### src/rtl/wp_pkg.sv
package wp_pkg;
    localparam int STAT_W = 8;

    typedef struct packed {
        logic       lock;
        logic [2:0] user_hi;
        logic [1:0] range;
        logic       wel;
        logic       user_lo;
    } stat_t;

    localparam logic [1:0] RANGE_NONE    = 2'b00;
    localparam logic [1:0] RANGE_QUARTER = 2'b01;
    localparam logic [1:0] RANGE_HALF    = 2'b10;
    localparam logic [1:0] RANGE_ALL     = 2'b11;
endpackage

### src/rtl/wp_stat_reg.sv
module wp_stat_reg
    import wp_pkg::*;
(
    input  logic  clk,
    input  logic  por_n,
    input  logic  pwr_cycle,
    input  logic  set_we,
    input  logic  clr_we,
    input  logic  load_req,
    input  logic  load_ok,
    input  stat_t din,
    output stat_t stat_q
);
    stat_t stat_d;

    always_comb begin
        stat_d = stat_q;
        if (load_req && load_ok) begin
            stat_d     = din;
            stat_d.wel = stat_q.wel;
        end
        if (set_we)
            stat_d.wel = 1'b1;
        if (clr_we || pwr_cycle)
            stat_d.wel = 1'b0;
    end

    always_ff @(posedge clk or negedge por_n) begin
        if (!por_n)
            stat_q <= '0;
        else
            stat_q <= stat_d;
    end

    // arming request sets the latch
    p_set_latch_r3: assert property (@(posedge clk) disable iff (!por_n)
        (set_we && !clr_we && !pwr_cycle) |=> stat_q.wel);

    // disarm or power cycle clears the latch
    p_clr_latch_r4: assert property (@(posedge clk) disable iff (!por_n)
        (clr_we || pwr_cycle) |=> !stat_q.wel);

    // permitted load copies all bits but the latch
    p_load_copy_r8: assert property (@(posedge clk) disable iff (!por_n)
        (load_req && load_ok) |=>
        (stat_q[7:2] == $past(din[7:2])) && (stat_q[0] == $past(din[0])));

    p_load_keep_wel_r8: assert property (@(posedge clk) disable iff (!por_n)
        (load_req && !set_we && !clr_we && !pwr_cycle) |=> $stable(stat_q.wel));

    // refused load holds the non-latch bits
    p_refused_hold_r9: assert property (@(posedge clk) disable iff (!por_n)
        (load_req && !load_ok) |=>
        (stat_q[7:2] == $past(stat_q[7:2])) && (stat_q[0] == $past(stat_q[0])));

    // power cycle keeps the non-volatile bits
    p_pwr_keep_r10: assert property (@(posedge clk) disable iff (!por_n)
        (pwr_cycle && !load_req) |=>
        (stat_q[7:2] == $past(stat_q[7:2])) && (stat_q[0] == $past(stat_q[0])));
endmodule

### src/rtl/wp_range_chk.sv
module wp_range_chk #(
    parameter int ADDR_W = 14
) (
    input  logic [1:0]        range_code,
    input  logic              wel,
    input  logic [ADDR_W-1:0] addr,
    output logic              arr_ok
);
    import wp_pkg::*;

    localparam int QSEL_LSB = ADDR_W - 2;

    logic [1:0] quarter;
    logic       prot_hit;

    assign quarter = addr[ADDR_W-1:QSEL_LSB];

    always_comb begin
        unique case (range_code)
            RANGE_NONE:    prot_hit = 1'b0;
            RANGE_QUARTER: prot_hit = (quarter == 2'b11);
            RANGE_HALF:    prot_hit = quarter[1];
            default:       prot_hit = 1'b1;
        endcase
    end

    assign arr_ok = wel && !prot_hit;
endmodule

### src/rtl/wp_stat_gate.sv
module wp_stat_gate (
    input  logic wel,
    input  logic lock,
    input  logic wp_pin,
    output logic stat_ok
);
    assign stat_ok = wel && (!lock || wp_pin);
endmodule

### src/rtl/wp_guard_top.sv
module wp_guard_top
    import wp_pkg::*;
#(
    parameter int ADDR_W = 14
) (
    input  logic              clk,
    input  logic              por_n,
    input  logic              pwr_cycle,
    input  logic              set_we,
    input  logic              clr_we,
    input  logic              load_req,
    input  logic [STAT_W-1:0] stat_in,
    input  logic              wp_pin,
    input  logic [ADDR_W-1:0] wr_addr,
    output logic [STAT_W-1:0] stat_out,
    output logic              array_wr_ok,
    output logic              stat_wr_ok
);
    stat_t stat_q;
    stat_t din;

    assign din      = stat_t'(stat_in);
    assign stat_out = stat_q;

    wp_stat_gate u_gate (
        .wel     (stat_q.wel),
        .lock    (stat_q.lock),
        .wp_pin  (wp_pin),
        .stat_ok (stat_wr_ok)
    );

    wp_stat_reg u_reg (
        .clk       (clk),
        .por_n     (por_n),
        .pwr_cycle (pwr_cycle),
        .set_we    (set_we),
        .clr_we    (clr_we),
        .load_req  (load_req),
        .load_ok   (stat_wr_ok),
        .din       (din),
        .stat_q    (stat_q)
    );

    wp_range_chk #(.ADDR_W(ADDR_W)) u_range (
        .range_code (stat_q.range),
        .wel        (stat_q.wel),
        .addr       (wr_addr),
        .arr_ok     (array_wr_ok)
    );

    // disarmed latch refuses everything
    p_latch_off_r5: assert property (@(posedge clk) disable iff (!por_n)
        !stat_out[1] |-> (!array_wr_ok && !stat_wr_ok));

    // locked register with pin low refuses status writes
    p_lock_pin_r7: assert property (@(posedge clk) disable iff (!por_n)
        (stat_out[7] && !wp_pin) |-> !stat_wr_ok);

    // full-range code refuses every array write
    p_full_range_r6: assert property (@(posedge clk) disable iff (!por_n)
        (stat_out[3:2] == 2'b11) |-> !array_wr_ok);

    // the block never raises bit 0 without a load
    p_bit0_quiet_r2: assert property (@(posedge clk) disable iff (!por_n)
        !load_req |=> $stable(stat_out[0]));
endmodule

### config.mk
export PLATFORM = sky130hd
export DESIGN_NAME = wp_guard_top
export DESIGN_NICKNAME = d
export VERILOG_FILES = /design/src/rtl/wp_pkg.sv /design/src/rtl/wp_stat_reg.sv /design/src/rtl/wp_range_chk.sv /design/src/rtl/wp_stat_gate.sv /design/src/rtl/wp_guard_top.sv
export SDC_FILE = /design/constraint.sdc
export NUM_CORES = 1
export LEC_CHECK = 0
export ABC_CLOCK_PERIOD_IN_PS = 1800
export CAP_MARGIN = 20
export CORE_AREA = 2 2 39 41
export DETAILED_ROUTE_END_ITERATION = 8
export DIE_AREA = 0 0 41 43
export DONT_BUFFER_PORTS = 1
export PLACE_DENSITY = 0.51
export RECOVER_POWER = 50
export SYNTH_ARGS = -nofsm -noshare
export SYNTH_HDL_FRONTEND = slang
export SYNTH_SLANG_ARGS = --single-unit
### constraint.sdc
create_clock -name clk -period 1.8 [get_ports clk]
set_input_delay 0.09 -clock clk [delete_from_list [all_inputs] [get_ports clk]]
set_output_delay 0.09 -clock clk [all_outputs]
set_load 0.05 [all_outputs]
==> impl_metrics.json <==
{
  "fin_setup_tns_ns": 0,
  "gp_congestion": 0.556,
  "dieHeight_um": 43,
  "clk_pin_slew_worst_paths_ns": 0.05,
  "clk_path_buf_depth": 2,
  "die_x_um": 41,
  "cap_violations": 0,
  "synth_warnings": 0,
  "critPathBufInv": 2,
  "r2r-end": "u_reg.stat_q[1]",
  "hold_start": "stat_in[7]",
  "fin_nets": 72,
  "max_stage_delay_ns": 0.67,
  "syn_area_um2": 358,
  "io_pins": 39,
  "relSlewSlack_pct": 56.2,
  "skew_ns": 0.00104,
  "final_hold_viol_count": 0,
  "place_hpwl_um": 603,
  "grt_max_degree": 9,
  "p_per_area_mw_per_mm2": 1270,
  "mostFrequentLayoutCells": "dlygate4sd3_1, dfrtp_1, mux2_2",
  "status": "complete, no violations",
  "num_vias": 269,
  "drt_pass1_iterations": 4,
  "cp_cell_sequence": "buf_4 > nor2_1 > nor3_1 > dlygate4sd3_1",
  "fin_crit_sh_pct": 92.7,
  "drt_wl_total_um": 788,
  "syn_avg_cell_area_um2": 13.3,
  "final-max-slew-violation-count": 0,
  "clkSinkCount": 8,
  "antenna_found_initial": 0,
  "tightest_slew_ns": 0.656,
  "ys_ff_latch": 8,
  "start_kind": "flip-flop",
  "crit_type": "reg -> reg",
  "cts_made_buffers": 3,
  "arrival_ns": 1.85,
  "cp-end-kind": "flip-flop",
  "worstReg2RegStart": "u_reg.stat_q[1]",
  "syn_nets": 56,
  "power_leakage_nw": 0.215,
  "reg_top3": "u_reg.stat_q: 8 flops",
  "cts_root_buffer": "clkbuf_4",
  "crit_slowest_cell": "dfrtp_1",
  "rsz0062_at_grt": "no",
  "initial_core_util_pct": 25.9,
  "max_freq_mhz": 599,
  "routedWlPerCell_um": 13.8,
  "regMostFlops": "u_reg.stat_q",
  "insertedDiodeCount": 0,
  "core.rowCount": 14,
  "cts_tree": "yes",
  "whs_path_depth": 1,
  "r2r_slack_ns": 0.13,
  "ir_worst_vdd_uv": 404,
  "cts_resized": 0,
  "ctsHoldBuffers": 10,
  "dieArea_mm2": 0.00176,
  "clk_latency_ns": 0.25,
  "overflow": 0,
  "h-tree-depth": 1,
  "grtUsageTotal_pct": 10.3,
  "seq_area_frac_synth_pct": 55.9,
  "largest_reg_flops": 8,
  "drt_iter0_drc": 2,
  "cp.required_ns": 1.99,
  "cts_setup_buffers": 0,
  "min_period_ns": 1.67,
  "grt_pass1_wl_mm": 1.16,
  "rr_worst_depth": 4,
  "viasPerCell": 4.72,
  "cpLargestDelayFamily": "buffers and inverters",
  "port_buffers": 0,
  "synth.distinct_cells": 13,
  "min_path_type": "in -> reg",
  "core_area_mm2": 0.00138,
  "drc_errors": 0,
  "ant_nets": 0,
  "setup_viol": 0,
  "hold_end": "u_reg.stat_q[7]",
  "p_total_w": 0.000639,
  "layout-drive-gt1-share_pct": 34.1,
  "critPathMaxFanout": 5,
  "areaGrowthSynthToFinish_pct": 40.9,
  "layout_commonest_cell": "dlygate4sd3_1",
  "netlist_instances": 27,
  "first_global_vias": 317
}
## worst max-delay path by stage
stage | startpoint | to | slack [ns] | cells past startpoint
after detailed placement | u_reg.stat_q[1] | u_reg.stat_q[6] | 0.30 | 3
after global placement | u_reg.stat_q[1] | u_reg.stat_q[3] | 0.33 | 3
after floorplan | u_reg.stat_q[1] | stat_wr_ok | 0.13 | 1
final | u_reg.stat_q[1] | u_reg.stat_q[1] | 0.13 | 4
after CTS | u_reg.stat_q[1] | u_reg.stat_q[1] | 0.12 | 4
after global routing | u_reg.stat_q[1] | u_reg.stat_q[1] | 0.06 | 4
## metrics by stage
| stage | instance area [µm²] | util, % | std cells | hold slack (ns) | setup WS (ns) |
|---|---|---|---|---|---|
| CTS | 508 | 36.7 | 57 | 0.00395 | 0.125 |
| floorplan | 358 | - | 27 | -0.206 | 0.133 |
| global route | 504 | 36.4 | 57 | 0.00707 | 0.0625 |
| finish | 504 | 36.4 | 57 | 0.0226 | 0.132 |
| global placement | 385 | 27.8 | 44 | -0.205 | 0.325 |
| detailed placement | 385 | 27.8 | 44 | -0.205 | 0.297 |
## kinds of logic (layout without fill, tap and decap cells)
group	count (synthesis)	in the layout	share of synthesized area (%)
buffers and inverters	3	17	5.24
and+or+nand+nor	6	6	9.09
AOI/OAI and AO/OA	4	4	10.8
muxes	6	6	18.9
DFF	8	8	55.9
## layout make-up
type                       count  area [µm²]
clock buffer                   3        22.5
fill                         142         880
inverter                       1        3.75
multi-input combinational     16         139
sequential                     8         200
tap                           16        20.0
timing repair buffer          13         119
## layer usage
layer,global-route usage [%],up-vias,wire (µm)
met1,8.55,123,287
met3,4.71,0,111
met4,6.00,0,0
li1,-,125,-
met5,0,-,0
met2,18.1,21,389
## cells in the mapped netlist
cell type | instances | share of area, %
a21boi_0 | 1 | 2.1
a21oi_4 | 1 | 4.5
a32o_1 | 1 | 2.8
and3_2 | 1 | 2.1
buf_4 | 2 | 4.2
dfrtp_1 | 8 | 56
inv_1 | 1 | 1.0
mux2_2 | 6 | 19
nand2_2 | 1 | 1.7
nand3_1 | 2 | 2.8
nor2_1 | 1 | 1.0
nor3_1 | 1 | 1.4
o21ai_0 | 1 | 1.4
## power breakdown
group	leakage (nW)	total, W	internal (W)	switching (W)
Combinational	0.104	0.000112	0.0000557	0.0000566
Clock	0.0138	0.000137	0.0000763	0.0000603
Sequential	0.0972	0.000390	0.000220	0.000170
Total	0.215	0.000639	0.000352	0.000287
(Power assumes the default switching activity.)
